File: src/rtl/trapmode_pkg.sv
package trapmode_pkg;

    typedef enum logic [1:0] {
        TM_RUN = 2'd0,
        TM_RED = 2'd1,
        TM_ERR = 2'd2
    } tm_state_e;

    typedef enum logic [2:0] {
        ACT_NONE = 3'd0,
        ACT_RST  = 3'd1,
        ACT_TRAP = 3'd2,
        ACT_ERR  = 3'd3,
        ACT_RET  = 3'd4
    } tm_act_e;

    localparam logic [1:0] RK_POR = 2'd0;
    localparam logic [1:0] RK_WDR = 2'd1;
    localparam logic [1:0] RK_XIR = 2'd2;
    localparam logic [1:0] RK_SIR = 2'd3;

    // Width of the zeroed low part of the fixed restricted-mode region
    localparam int FIXED_LOW_W = 28;
    // Spacing of reset vectors inside the region
    localparam int OFF_SHIFT   = 5;
    // Bit added to the normal vector when trapping from a nonzero level
    localparam int NEST_BIT    = 14;

    function automatic logic [7:0] red_offset(input logic [1:0] kind);
        return ({6'd0, kind} + 8'd1) << OFF_SHIFT;
    endfunction

endpackage

File: src/rtl/tm_mode_fsm.sv
module tm_mode_fsm
    import trapmode_pkg::*;
(
    input  logic       clk,
    input  logic       rst_n,
    input  logic       rst_req_i,
    input  logic [1:0] rst_kind_i,
    input  logic       trap_req_i,
    input  logic       trap_ret_i,
    input  logic       tl_max_i,
    input  logic       tl_zero_i,
    output tm_state_e  state_o,
    output tm_act_e    act_o
);

    tm_state_e state_q;
    tm_state_e state_d;
    tm_act_e   act_d;
    logic      wake_kind;

    assign wake_kind = (rst_kind_i == RK_POR) || (rst_kind_i == RK_XIR);

    // state register
    always_ff @(posedge clk or negedge rst_n) begin
        if (!rst_n) begin
            state_q <= TM_RED;
        end else begin
            state_q <= state_d;
        end
    end

    // transition and action decode
    always_comb begin
        state_d = state_q;
        act_d   = ACT_NONE;
        unique case (state_q)
            TM_ERR: begin
                if (rst_req_i && wake_kind) begin
                    state_d = TM_RED;
                    act_d   = ACT_RST;
                end
            end
            TM_RUN, TM_RED: begin
                if (rst_req_i) begin
                    state_d = TM_RED;
                    act_d   = ACT_RST;
                end else if (trap_req_i) begin
                    if (tl_max_i) begin
                        state_d = TM_ERR;
                        act_d   = ACT_ERR;
                    end else begin
                        act_d   = ACT_TRAP;
                    end
                end else if (trap_ret_i && !tl_zero_i) begin
                    state_d = TM_RUN;
                    act_d   = ACT_RET;
                end
            end
            default: begin
                state_d = TM_ERR;
                act_d   = ACT_NONE;
            end
        endcase
    end

    assign state_o = state_q;
    assign act_o   = act_d;

endmodule

File: src/rtl/tm_level.sv
module tm_level
    import trapmode_pkg::*;
#(
    parameter int MAX_TL = 5,
    parameter int TL_W   = 3
) (
    input  logic            clk,
    input  logic            rst_n,
    input  tm_act_e         act_i,
    output logic [TL_W-1:0] tl_o,
    output logic            tl_max_o,
    output logic            tl_zero_o
);

    localparam logic [TL_W-1:0] TL_TOP = TL_W'(MAX_TL);
    localparam logic [TL_W-1:0] TL_ONE = {{(TL_W-1){1'b0}}, 1'b1};

    logic [TL_W-1:0] tl_q;

    always_ff @(posedge clk or negedge rst_n) begin
        if (!rst_n) begin
            tl_q <= TL_TOP;
        end else begin
            unique case (act_i)
                ACT_RST:  tl_q <= TL_TOP;
                ACT_TRAP: tl_q <= tl_q + TL_ONE;
                ACT_RET:  tl_q <= tl_q - TL_ONE;
                default:  tl_q <= tl_q;
            endcase
        end
    end

    assign tl_o      = tl_q;
    assign tl_max_o  = (tl_q == TL_TOP);
    assign tl_zero_o = (tl_q == '0);

endmodule

File: src/rtl/tm_vector.sv
module tm_vector
    import trapmode_pkg::*;
#(
    parameter int VA_W = 64,
    parameter int PA_W = 43
) (
    input  logic            clk,
    input  logic            rst_n,
    input  tm_act_e         act_i,
    input  logic [1:0]      rst_kind_i,
    input  logic            tl_zero_i,
    input  logic [VA_W-1:0] tba_i,
    output logic            take_o,
    output logic [VA_W-1:0] va_o,
    output logic [PA_W-1:0] pa_o
);

    localparam logic [VA_W-1:0] NEST_INC = {{(VA_W-1){1'b0}}, 1'b1} << NEST_BIT;

    logic [VA_W-1:0] va_q;
    logic [PA_W-1:0] pa_q;
    logic            take_q;

    function automatic logic [VA_W-1:0] fixed_va(input logic [1:0] kind);
        return {{(VA_W-FIXED_LOW_W){1'b1}}, {(FIXED_LOW_W-8){1'b0}}, red_offset(kind)};
    endfunction

    function automatic logic [PA_W-1:0] fixed_pa(input logic [1:0] kind);
        return {{(PA_W-FIXED_LOW_W){1'b1}}, {(FIXED_LOW_W-8){1'b0}}, red_offset(kind)};
    endfunction

    always_ff @(posedge clk or negedge rst_n) begin
        if (!rst_n) begin
            va_q   <= fixed_va(RK_POR);
            pa_q   <= fixed_pa(RK_POR);
            take_q <= 1'b0;
        end else begin
            take_q <= 1'b0;
            unique case (act_i)
                ACT_RST: begin
                    va_q   <= fixed_va(rst_kind_i);
                    pa_q   <= fixed_pa(rst_kind_i);
                    take_q <= 1'b1;
                end
                ACT_TRAP: begin
                    va_q   <= tl_zero_i ? tba_i : (tba_i + NEST_INC);
                    pa_q   <= '0;
                    take_q <= 1'b1;
                end
                default: begin
                    va_q <= va_q;
                    pa_q <= pa_q;
                end
            endcase
        end
    end

    assign take_o = take_q;
    assign va_o   = va_q;
    assign pa_o   = pa_q;

endmodule

File: src/rtl/tm_xlate.sv
module tm_xlate
    import trapmode_pkg::*;
(
    input  logic      clk,
    input  logic      rst_n,
    input  tm_state_e state_i,
    input  tm_act_e   act_i,
    input  logic      dxl_wr_i,
    input  logic      dxl_wdata_i,
    input  logic      sw_immu_en_i,
    input  logic      sw_dmmu_en_i,
    output logic      immu_en_o,
    output logic      dmmu_en_o,
    output logic      ncso_o
);

    logic reen_q;
    logic d_allow;

    // re-enable flag: cleared on each reset-class entry, written only in RED
    always_ff @(posedge clk or negedge rst_n) begin
        if (!rst_n) begin
            reen_q <= 1'b0;
        end else if (act_i == ACT_RST) begin
            reen_q <= 1'b0;
        end else if ((state_i == TM_RED) && dxl_wr_i) begin
            reen_q <= dxl_wdata_i;
        end
    end

    // override is applied on top of the software settings, never stored
    always_comb begin
        unique case (state_i)
            TM_RUN:  d_allow = 1'b1;
            TM_RED:  d_allow = reen_q;
            default: d_allow = 1'b0;
        endcase
        immu_en_o = sw_immu_en_i && (state_i == TM_RUN);
        dmmu_en_o = sw_dmmu_en_i && d_allow;
        ncso_o    = !dmmu_en_o;
    end

endmodule

File: src/rtl/trapmode_ctrl.sv
module trapmode_ctrl
    import trapmode_pkg::*;
#(
    parameter int MAX_TL = 5,
    parameter int VA_W   = 64,
    parameter int PA_W   = 43,
    localparam int TL_W  = $clog2(MAX_TL + 1)
) (
    input  logic            clk,
    input  logic            rst_n,
    input  logic            rst_req_i,
    input  logic [1:0]      rst_kind_i,
    input  logic            trap_req_i,
    input  logic            trap_ret_i,
    input  logic [VA_W-1:0] tba_i,
    input  logic            sw_immu_en_i,
    input  logic            sw_dmmu_en_i,
    input  logic            dxl_wr_i,
    input  logic            dxl_wdata_i,
    output logic [TL_W-1:0] tl_o,
    output logic            red_o,
    output logic            err_o,
    output logic            vec_take_o,
    output logic [VA_W-1:0] vec_va_o,
    output logic [PA_W-1:0] vec_pa_o,
    output logic            immu_en_o,
    output logic            dmmu_en_o,
    output logic            ncso_o
);

    tm_state_e state;
    tm_act_e   act;
    logic      tl_max;
    logic      tl_zero;

    tm_mode_fsm fsm_i (
        .clk        (clk),
        .rst_n      (rst_n),
        .rst_req_i  (rst_req_i),
        .rst_kind_i (rst_kind_i),
        .trap_req_i (trap_req_i),
        .trap_ret_i (trap_ret_i),
        .tl_max_i   (tl_max),
        .tl_zero_i  (tl_zero),
        .state_o    (state),
        .act_o      (act)
    );

    tm_level #(.MAX_TL(MAX_TL), .TL_W(TL_W)) level_i (
        .clk       (clk),
        .rst_n     (rst_n),
        .act_i     (act),
        .tl_o      (tl_o),
        .tl_max_o  (tl_max),
        .tl_zero_o (tl_zero)
    );

    tm_vector #(.VA_W(VA_W), .PA_W(PA_W)) vector_i (
        .clk        (clk),
        .rst_n      (rst_n),
        .act_i      (act),
        .rst_kind_i (rst_kind_i),
        .tl_zero_i  (tl_zero),
        .tba_i      (tba_i),
        .take_o     (vec_take_o),
        .va_o       (vec_va_o),
        .pa_o       (vec_pa_o)
    );

    tm_xlate xlate_i (
        .clk          (clk),
        .rst_n        (rst_n),
        .state_i      (state),
        .act_i        (act),
        .dxl_wr_i     (dxl_wr_i),
        .dxl_wdata_i  (dxl_wdata_i),
        .sw_immu_en_i (sw_immu_en_i),
        .sw_dmmu_en_i (sw_dmmu_en_i),
        .immu_en_o    (immu_en_o),
        .dmmu_en_o    (dmmu_en_o),
        .ncso_o       (ncso_o)
    );

    assign red_o = (state == TM_RED);
    assign err_o = (state == TM_ERR);

endmodule

File: config.mk
export PLATFORM = sky130hd
export DESIGN_NAME = trapmode_ctrl
export DESIGN_NICKNAME = d
export VERILOG_FILES = /design/src/rtl/trapmode_pkg.sv /design/src/rtl/tm_mode_fsm.sv /design/src/rtl/tm_level.sv /design/src/rtl/tm_vector.sv /design/src/rtl/tm_xlate.sv /design/src/rtl/trapmode_ctrl.sv
export SDC_FILE = /design/constraint.sdc
export NUM_CORES = 1
export LEC_CHECK = 0
export CORE_ASPECT_RATIO = 2
export CORE_MARGIN = 5
export CORE_UTILIZATION = 39
export CTS_CLUSTER_SIZE = 28
export DETAILED_ROUTE_END_ITERATION = 10
export PLACE_DENSITY = 0.77
export SYNTH_ARGS = -nofsm -noshare
export SYNTH_HDL_FRONTEND = slang
export SYNTH_HIERARCHICAL = 1
export SYNTH_SLANG_ARGS = --single-unit
File: constraint.sdc
create_clock -name clk -period 3.1 [get_ports clk]
set_input_delay 0.31 -clock clk [delete_from_list [all_inputs] [get_ports clk]]
set_output_delay 0.31 -clock clk [all_outputs]
set_load 0.01 [all_outputs]
==> impl_metrics.toml, run 1 <==
[placed_design]
gp_congestion = 0.872
hpwlAfterDp_um = 11500
numPortBuffers = 165

[logic_synthesis]
postSynthRegisterBits = 75
synth_area_um2 = 4510
yosys-top-cells-area = "sky130_fd_sc_hd__dfstp_2, sky130_fd_sc_hd__dfrtp_1, sky130_fd_sc_hd__buf_4"
synthAdderAreaFrac_pct = 0.998
compound_cell_area_share_of_the_yosys_netlist_pct = 14.8
yosysSeqAreaShare_pct = 42.8
synth.yosys.warnings = 6
ys_async_sr_fraction_pct = 100
syn_area_per_cell_um2 = 9.14
primary_ff_master_synth = "sky130_fd_sc_hd__dfstp_2"
synth_instances = 494
synth_cell_type_count = 59
netlist.top_cell.by_area = "sky130_fd_sc_hd__dfstp_2"
proportion_of_synthesized_area_in_mux_cells_pct = 0.444
synth_xor_area_share_pct = 6.40
synth_edf_count = 0
synth_simple_gate_area_share_pct = 25.1
yosys.area.top_type_share_pct = 24.5
main_combinational_cell_family_by_area_after_synthesis = "simple AND/OR/NAND/NOR gates"

[power]
cellPowerDensity_nw_per_um2 = 683
vdd_drop_max_mv = 0.345
total_leakage_power_nw = 2.50

[finish]
final_common_cell = "sky130_fd_sc_hd__clkdlybuf4s50_1"
finalNetCount = 730
drive_above_1_share_pct = 12.9
layout-area-overhead-vs-synth_pct = 43.4
most-common-layout-cells = "sky130_fd_sc_hd__clkdlybuf4s50_1, sky130_fd_sc_hd__nor2_1, sky130_fd_sc_hd__dfstp_2"
antenna_cells = 0
utilization_pct = 57.0

[routing]
final_antenna_net_count = 0
drt_iter0_markers = 170
detail_route.first_pass.iterations = 4
avgViaCountPerCell = 5.39
vias = 4304
totalWireLength_um = 14600
remaining_drc_errors = 0
avgRoutedWirePerCell_um = 18.3

[cts]
inserted_clock_buffers = 9
cts_tree = "built"
clk_root_buffer_cell = "sky130_fd_sc_hd__clkbuf_16"
postCtsSetupBuffers = 0
cts-htree-levels = 3
cts-resized-gates = 0
cts_buffer_depth = 2
clkLatencyLatePin_ps = 330
clkSinkCount = 75
cts.clk_slew.worst_paths_ps = 60
cts_hold_buffers = 0

[global_routing]
maximum_number_of_pins_on_one_net_before_global_route_repair = 76
antenna_found_initial = 0
first_global_vias = 4462
grt_use_total_pct = 20.8
grt.overflow.total = 0
global_route_wire_length_before_repair_um = 22800

[floorplan]
io_pins = 191
core_area_um2 = 11400
start_util_pct = 39.7
die_w_um = 86.1
fp-row-count = 55
die_outline_area_um2 = 14000
die_h_um = 162

[critical_path]
worst_path_largest_cell_delay_ps = 580
crit-reg2reg-launch = "level_i/tl_o[2]"
critical_path.startpoint_type = "flop"
critical-path-slowest-cell = "sky130_fd_sc_hd__dfstp_2"
cp_cell_sequence = "nor3_1, or3b_1, nor3_4, or3b_2, fa_1, or3b_1, and2_0, o31ai_2"
critical-path-top-delay-family = "simple AND/OR/NAND/NOR gates"
r2r_slack_ps = 190
criticalPathCategory = "flop to flop"
ff2ff_path_depth = 8
timing.critical_path.buf_inv = 0
cp_data_arrival_time_ps = 3160
worst_path_most_repeated_cell = "sky130_fd_sc_hd__or3b_1"
worstSetupEndpointType = "flop"
path_max_fanout = 6
timing.rr.end = "level_i/tl_o[2]"
timing.critical_path.required_ps = 3340

[sta]
clock.fmax_mhz = 343
final_hold_viol_count = 0
rsz0062_at_grt = "no"
maxSlewViolCount = 0
final.period_utilization_pct = 94.0
totalNegativeSetupSlack_ps = 0
timing.final.setup_violations = 0
tightest_slew_ps = 935
fin_hold_ws_ps = 132
fin_crit_ps = 2910
finalClockSkew_ps = 5.80
worst_slew_margin_rel_pct = 37.7

[worst_hold_path]
worstHoldPathType = "input port to async pin"

[job]
drv_cap = 0

[run_status]
result_of_the_run = "finished clean"
-- registers in the layout, indices dropped and copies added (netlist names) --
name             count
vector_i/va_o       64
xlate_i/reen_q       1
fsm_i/state_o        2
vector_i/pa_o        4
level_i/tl_o         3
vector_i/take_o      1
-- cells by family (layout without fill, tap and decap cells) --
| family | Yosys count | after routing |
|---|---|---|
| AND/OR/NAND/NOR | 205 | 205 |
| AO/OA/AOI/OAI | 104 | 104 |
| buffers and inverters | 71 | 210 |
| XOR/XNOR | 33 | 33 |
| flip-flops | 75 | 75 |
| adder cells (fa/ha/maj) | 3 | 3 |
| other | 1 | 25 |
| multiplexers | 2 | 2 |
-- synth_stat cells (6+ instances only) --
| cell | number |
|---|---|
| sky130_fd_sc_hd__xor2_1 | 8 |
| sky130_fd_sc_hd__nor3_1 | 15 |
| sky130_fd_sc_hd__and4_1 | 10 |
| sky130_fd_sc_hd__o31ai_1 | 8 |
| sky130_fd_sc_hd__nand3_1 | 20 |
| sky130_fd_sc_hd__or3_1 | 8 |
| sky130_fd_sc_hd__and3_1 | 9 |
| sky130_fd_sc_hd__a31oi_1 | 13 |
| sky130_fd_sc_hd__dfrtp_1 | 33 |
| sky130_fd_sc_hd__buf_4 | 39 |
| sky130_fd_sc_hd__a21oi_1 | 24 |
| sky130_fd_sc_hd__a22o_1 | 13 |
| sky130_fd_sc_hd__dfstp_2 | 42 |
| sky130_fd_sc_hd__clkbuf_1 | 12 |
| sky130_fd_sc_hd__nor4_1 | 6 |
| sky130_fd_sc_hd__xnor2_1 | 25 |
| sky130_fd_sc_hd__nor2b_1 | 9 |
| sky130_fd_sc_hd__nand4_1 | 14 |
| sky130_fd_sc_hd__inv_1 | 13 |
| sky130_fd_sc_hd__o21ai_0 | 27 |
| sky130_fd_sc_hd__or4_1 | 8 |
| sky130_fd_sc_hd__nand2_1 | 31 |
| sky130_fd_sc_hd__nor2_1 | 48 |
-- cell type report --
class	count	area (um^2)
fill	1002	4880
tap	142	178
clock buffer	11	243
timing repair buffer	180	1770
clock inverter	5	28.8
multi-input combinational	372	2260
sequential	75	1930
inverter	14	52.6
-- metal layers --
layer	up-vias	part of all wire [%]	track usage, %	wire (um)
li1	2035	-	-	-
met1	2052	35	21.0	5060
met2	178	56	39.4	8120
met3	39	5.3	2.84	768
met4	0	4.4	11.7	641
met5	-	0	0	0
-- worst max path at each step --
stage | slack, ps | endpoint | from | cells past startpoint
floorplan | 90 | level_i/tl_o[2] | level_i/tl_o[2] | 8
global placement | 140 | level_i/tl_o[2] | trap_req_i | 8
detailed placement | 50 | level_i/tl_o[2] | trap_req_i | 8
CTS | 170 | level_i/tl_o[2] | level_i/tl_o[2] | 8
global route | 80 | level_i/tl_o[2] | level_i/tl_o[2] | 8
finish | 190 | level_i/tl_o[2] | level_i/tl_o[2] | 8
-- stage by stage --
step	instances	setup WS, ps	power, mW	area [um^2]
after floorplan	518	85.6	2.47	4610
after global placement	783	135	3.44	6200
after detailed placement	783	46.1	3.50	6200
after CTS	799	171	4.47	6470
after global routing	799	78.6	4.68	6470
final	799	186	4.42	6470
-- where the power goes --
group	internal, mW	total (mW)	switching [mW]	leakage (nW)
clock network	0.559	0.944	0.385	0.139
logic	0.979	1.89	0.909	1.48
registers	1.36	1.58	0.219	0.886
total	2.90	4.42	1.51	2.50
Power figures use the tool's default switching activity.
==> run 2: changes to the inputs <==
- CORE_ASPECT_RATIO: 2 -> 1.2
==> run 2 against run 1 <==
Critical path depth did not move; global-route usage fell by 1.2 points; routed wire length fell by 5.1%; power rose by 2.8%; critical path type unchanged; highest routed layer unchanged.
==> impl_metrics.toml, run 2 (synthesized netlist as in run 1, its figures left out) <==
[sta]
rsz0062_at_grt = "no"
clock.fmax_mhz = 336
finalClockSkew_ps = 5.98
maxSlewViolCount = 0
timing.final.setup_violations = 0
worst_slew_margin_rel_pct = 35.5
fin_hold_ws_ps = 134
final_hold_viol_count = 0
fin_crit_ps = 2980
final.period_utilization_pct = 96.1
totalNegativeSetupSlack_ps = 0
tightest_slew_ps = 968

[finish]
final_cell_area_um2 = 6510
utilization_pct = 56.8
antenna_cells = 0
drive_above_1_share_pct = 12.8
most-common-layout-cells = "sky130_fd_sc_hd__clkdlybuf4s50_1, sky130_fd_sc_hd__nor2_1, sky130_fd_sc_hd__dfstp_2"
finalNetCount = 730
layout-area-overhead-vs-synth_pct = 44.3
flip_flop_count_of_the_largest_register_after_layout = 64
fill_cells = 982
final_common_cell = "sky130_fd_sc_hd__clkdlybuf4s50_1"

[placed_design]
numPortBuffers = 165
gp_congestion = 0.874
placed_inst_area_um2 = 6200
hpwlAfterDp_um = 10500

[job]
drv_cap = 0

[critical_path]
worstSetupEndpointType = "flop"
timing.critical_path.required_ps = 3350
crit-reg2reg-launch = "level_i/tl_o[0]"
worst_path_largest_cell_delay_ps = 590
timing.critical_path.buf_inv = 0
cp_cell_sequence = "nor3_1, or3b_1, nor3_4, or3b_2, fa_1, or3b_1, a32oi_1, o31ai_2"
timing.rr.end = "level_i/tl_o[2]"
ff2ff_path_depth = 8
path_max_fanout = 7
criticalPathCategory = "flop to flop"
worst_path_most_repeated_cell = "sky130_fd_sc_hd__or3b_1"
critical-path-top-delay-family = "simple AND/OR/NAND/NOR gates"
critical-path-slowest-cell = "sky130_fd_sc_hd__dfstp_2"
critical_path.startpoint_type = "flop"
r2r_slack_ps = 120
timing.critical_path.depth = 8
cp_data_arrival_time_ps = 3220

[floorplan]
core_area_um2 = 11500
die_h_um = 128
start_util_pct = 39.4
die_outline_area_um2 = 13800
fp-row-count = 43
die_w_um = 108
io_pins = 191

[cts]
cts_tree = "built"
inserted_clock_buffers = 9
cts_hold_buffers = 0
cts-htree-levels = 3
clkSinkCount = 75
cts.clk_slew.worst_paths_ps = 60
cts_buffer_depth = 2
clkLatencyLatePin_ps = 330
clk_root_buffer_cell = "sky130_fd_sc_hd__clkbuf_16"
postCtsSetupBuffers = 0
cts-resized-gates = 0

[global_routing]
grt.overflow.total = 0
grt_use_total_pct = 19.6
antenna_found_initial = 0
first_global_vias = 4278
global_route_wire_length_before_repair_um = 21400
maximum_number_of_pins_on_one_net_before_global_route_repair = 76

[worst_hold_path]
worstHoldPathType = "input port to async pin"

[routing]
vias = 4301
drt_iter0_markers = 286
avgViaCountPerCell = 5.28
detail_route.first_pass.iterations = 5
totalWireLength_um = 13800
remaining_drc_errors = 0
avgRoutedWirePerCell_um = 17.0
final_antenna_net_count = 0

[run_status]
result_of_the_run = "finished clean"

[power]
cellPowerDensity_nw_per_um2 = 697
design_power_total_mw = 4.54
vdd_drop_max_mv = 0.261
total_leakage_power_nw = 2.51
[run 2: changes by cell type in the layout (fill, tap and decap cells not counted), sizes merged]
cell	previous run	this run
clkbuf	11	14
clkinv	5	1
bufinv	0	1
[run 2: area by class of cell]
class,count,area [um^2],share of cell area [%]
Inverter,14,52.6,0.807
Timing Repair Buffer,180,1760,27.0
Sequential cell,75,1930,29.6
Clock inverter,2,35.0,0.538
Multi-Input combinational cell,372,2260,34.8
Clock buffer,14,274,4.21
Tap cell,157,196,3.02
[run 2: worst max-delay path by stage]
stage               startpoint               to  slack (ps)
6_report       level_i/tl_o[0]  level_i/tl_o[2]         120
5_1_grt        level_i/tl_o[2]  level_i/tl_o[2]          30
4_1_cts        level_i/tl_o[0]  level_i/tl_o[2]         130
3_5_place_dp        trap_req_i  level_i/tl_o[2]          30
3_3_place_gp        trap_req_i  level_i/tl_o[2]         140
2_1_floorplan  level_i/tl_o[2]  level_i/tl_o[2]          90
[run 2: through the flow]
step,setup WS (ps),instances
4_1_cts,131,814
6_report,121,814
2_1_floorplan,85.6,518
3_5_place_dp,29.8,798
5_1_grt,29.2,814
3_3_place_gp,140,798
[run 2: per-layer routing]
| metal | GRT usage [%] | part of all wire (%) |
|---|---|---|
| met1 | 23.4 | 41 |
| met2 | 33.8 | 50 |
| met3 | 3.32 | 6.6 |
| met4 | 10.2 | 2.8 |
| met5 | 0 | 0 |
[run 2: worst register-to-register path, stage by stage (launching register included)]
cell and delay [ps]:
sky130_fd_sc_hd__dfstp_2 590, sky130_fd_sc_hd__nor3_1 90, sky130_fd_sc_hd__or3b_1 420, sky130_fd_sc_hd__nor3_4 150, sky130_fd_sc_hd__or3b_2 490, sky130_fd_sc_hd__fa_1 390, sky130_fd_sc_hd__or3b_1 380, sky130_fd_sc_hd__a32oi_1 270
sky130_fd_sc_hd__o31ai_2 110
[run 2: power breakdown]
| part | internal [mW] | leakage [nW] | total (mW) | switching, mW |
|---|---|---|---|---|
| clock | 0.689 | 0.153 | 1.08 | 0.392 |
| combinational | 0.969 | 1.47 | 1.87 | 0.900 |
| sequential | 1.37 | 0.886 | 1.59 | 0.225 |
| total | 3.02 | 2.51 | 4.54 | 1.52 |
==> run 3: changes to the inputs <==
--- a/config.mk
+++ b/config.mk
@@ -7,2 +7,3 @@
 export LEC_CHECK = 0
+export CAP_MARGIN = 0
 export CORE_ASPECT_RATIO = 1.2
--- a/constraint.sdc
+++ b/constraint.sdc
@@ -3,2 +3,2 @@
 set_output_delay 0.31 -clock clk [all_outputs]
-set_load 0.01 [all_outputs]
+set_load 0.1 [all_outputs]
==> run 3 against run 2 <==
Combinational power up 130%; worst hold slack worse by 29 ps; critical path depth unchanged; first-iteration DRC count down 9.4%; count of clock-buffer cells in the layout down 3; flip-flop and latch count unchanged; final cell count down 0.25%; sequential power about the same; non-clock buffer count down 2; register-to-register slack better by 90 ps; routed wire length up 2.0%; final area down 1.6%; critical endpoint unchanged; largest cell class unchanged.
==> impl_metrics.toml, run 3 (synthesized netlist as in run 1, its figures left out) <==
[run_status]
result_of_the_run = "finished clean"

[floorplan]
start_util_pct = 39.4
fp-row-count = 43
io_pins = 191
die_w_um = 108
core_area_um2 = 11500
die_h_um = 128
die_outline_area_um2 = 13800

[power]
share_clk_of_total_power_pct = 16.9
power.sequential.fraction_pct = 22.7
internal_power_mw = 3.07
power_switching_share_pct = 56.7
design_power_total_mw = 7.10
vdd_drop_max_mv = 0.734
power.combinational.fraction_pct = 60.4
cellPowerDensity_nw_per_um2 = 1110
total_leakage_power_nw = 2.54
power_dissipated_by_switching_net_loads_mw = 4.03

[finish]
final_common_cell = "sky130_fd_sc_hd__clkdlybuf4s50_1"
layoutNonFillerInstCount = 812
final_cell_area_um2 = 6410
layout-area-overhead-vs-synth_pct = 42.1
flip_flop_count_of_the_largest_register_after_layout = 64
drive_above_1_share_pct = 23.1
utilization_pct = 56.0
antenna_cells = 0
finalNetCount = 728
most-common-layout-cells = "sky130_fd_sc_hd__clkdlybuf4s50_1, sky130_fd_sc_hd__buf_4, sky130_fd_sc_hd__nor2_1"

[cts]
clkLatencyLatePin_ps = 330
cts-htree-levels = 3
postCtsSetupBuffers = 0
cts.clk_slew.worst_paths_ps = 60
inserted_clock_buffers = 9
cts-resized-gates = 0
clkSinkCount = 75
cts_tree = "built"
clk_root_buffer_cell = "sky130_fd_sc_hd__clkbuf_16"
cts_buffer_depth = 2
cts_hold_buffers = 0

[critical_path]
timing.critical_path.required_ps = 3350
cp_data_arrival_time_ps = 3130
worst_path_largest_cell_delay_ps = 660
r2r_slack_ps = 210
cp_cell_sequence = "nor3_4, or3b_4, nor3_4, or3b_4, fa_2, or3b_1, a32oi_1, o31ai_2"
path_max_fanout = 7
ff2ff_path_depth = 8
timing.rr.end = "level_i/tl_o[2]"
critical-path-slowest-cell = "sky130_fd_sc_hd__dfstp_4"
crit-reg2reg-launch = "level_i/tl_o[0]"
critical_path.startpoint_type = "flop"
criticalPathCategory = "flop to flop"
worstSetupEndpointType = "flop"

[sta]
timing.final.setup_violations = 0
final_hold_viol_count = 0
fin_crit_ps = 2890
rsz0062_at_grt = "no"
layout_setup_ws_ps = 213
final.period_utilization_pct = 93.1
worst_slew_margin_rel_pct = 32.5
fin_hold_ws_ps = 105
finalClockSkew_ps = 3.74
totalNegativeSetupSlack_ps = 0
clock.fmax_mhz = 346
maxSlewViolCount = 0
tightest_slew_ps = 1010

[global_routing]
global_route_wire_length_before_repair_um = 21500
grt_use_total_pct = 19.8
first_global_vias = 4212
antenna_found_initial = 0
grt.overflow.total = 0
maximum_number_of_pins_on_one_net_before_global_route_repair = 76

[routing]
detail_route.first_pass.iterations = 6
remaining_drc_errors = 0
totalWireLength_um = 14100
avgRoutedWirePerCell_um = 17.4
vias = 4349
drt_iter0_markers = 259
final_antenna_net_count = 0
avgViaCountPerCell = 5.36

[placed_design]
place.detailed.instances = 796
placed_inst_area_um2 = 6070
post-place-ws_ps = 175
hpwlAfterDp_um = 10700
gp_congestion = 0.888
numPortBuffers = 165

[job]
drv_cap = 0

[worst_hold_path]
worstHoldPathType = "input port to async pin"
[run 3: changes by cell type in the layout (fill, tap and decap cells not counted), sizes merged]
cell / change
buf: +62
bufinv: +2
clkbuf: -3
clkdlybuf4s50: -64
clkinv: +1
[run 3: critical path, delay by kind of cell, from the launching register on]
kind                     cells  cell delay, ps
AO/OA/AOI/OAI                2             360
adder cells (fa/ha/maj)      1             340
flip-flops                   1             660
AND/OR/NAND/NOR              5            1450
[run 3: area by class of cell]
class	count	area [um^2]
inverters	14	52.6
well taps	157	196
flip-flops and latches	75	1940
repair buffers	178	1600
clock buffers	11	243
clock inverters	5	100
multi-input cells	372	2280
fillers	1047	5050
[run 3: per-layer routing]
| metal | wire length (um) | share of wire, % | global-route usage (%) |
|---|---|---|---|
| met2 | 7100 | 50 | 34.8 |
| met1 | 5510 | 39 | 22.7 |
| met4 | 499 | 3.5 | 10.2 |
| met3 | 1010 | 7.2 | 3.58 |
| met5 | 0 | 0 | 0 |
[run 3: worst max path at each step]
stage                     from           endpoint  slack (ps)  cells past startpoint
3_5_place_dp        trap_req_i    level_i/tl_o[2]         170                      8
2_1_floorplan  level_i/tl_o[0]    level_i/tl_o[2]         -90                      8
3_3_place_gp         tba_i[14]  vector_i/va_o[50]         220                      7
5_1_grt        level_i/tl_o[0]    level_i/tl_o[2]         150                      8
6_report       level_i/tl_o[0]    level_i/tl_o[2]         210                      8
4_1_cts        level_i/tl_o[0]    level_i/tl_o[2]         200                      8
[run 3: power by group through the flow]
stage | Clock [mW] | Combinational (mW) | Sequential [mW]
global placement | 0 | 4.27 | 1.61
finish | 1.20 | 4.29 | 1.61
global route | 1.26 | 4.44 | 1.66
detailed placement | 0 | 4.30 | 1.63
CTS | 1.23 | 4.30 | 1.62
floorplan | 0 | 1.49 | 3.52
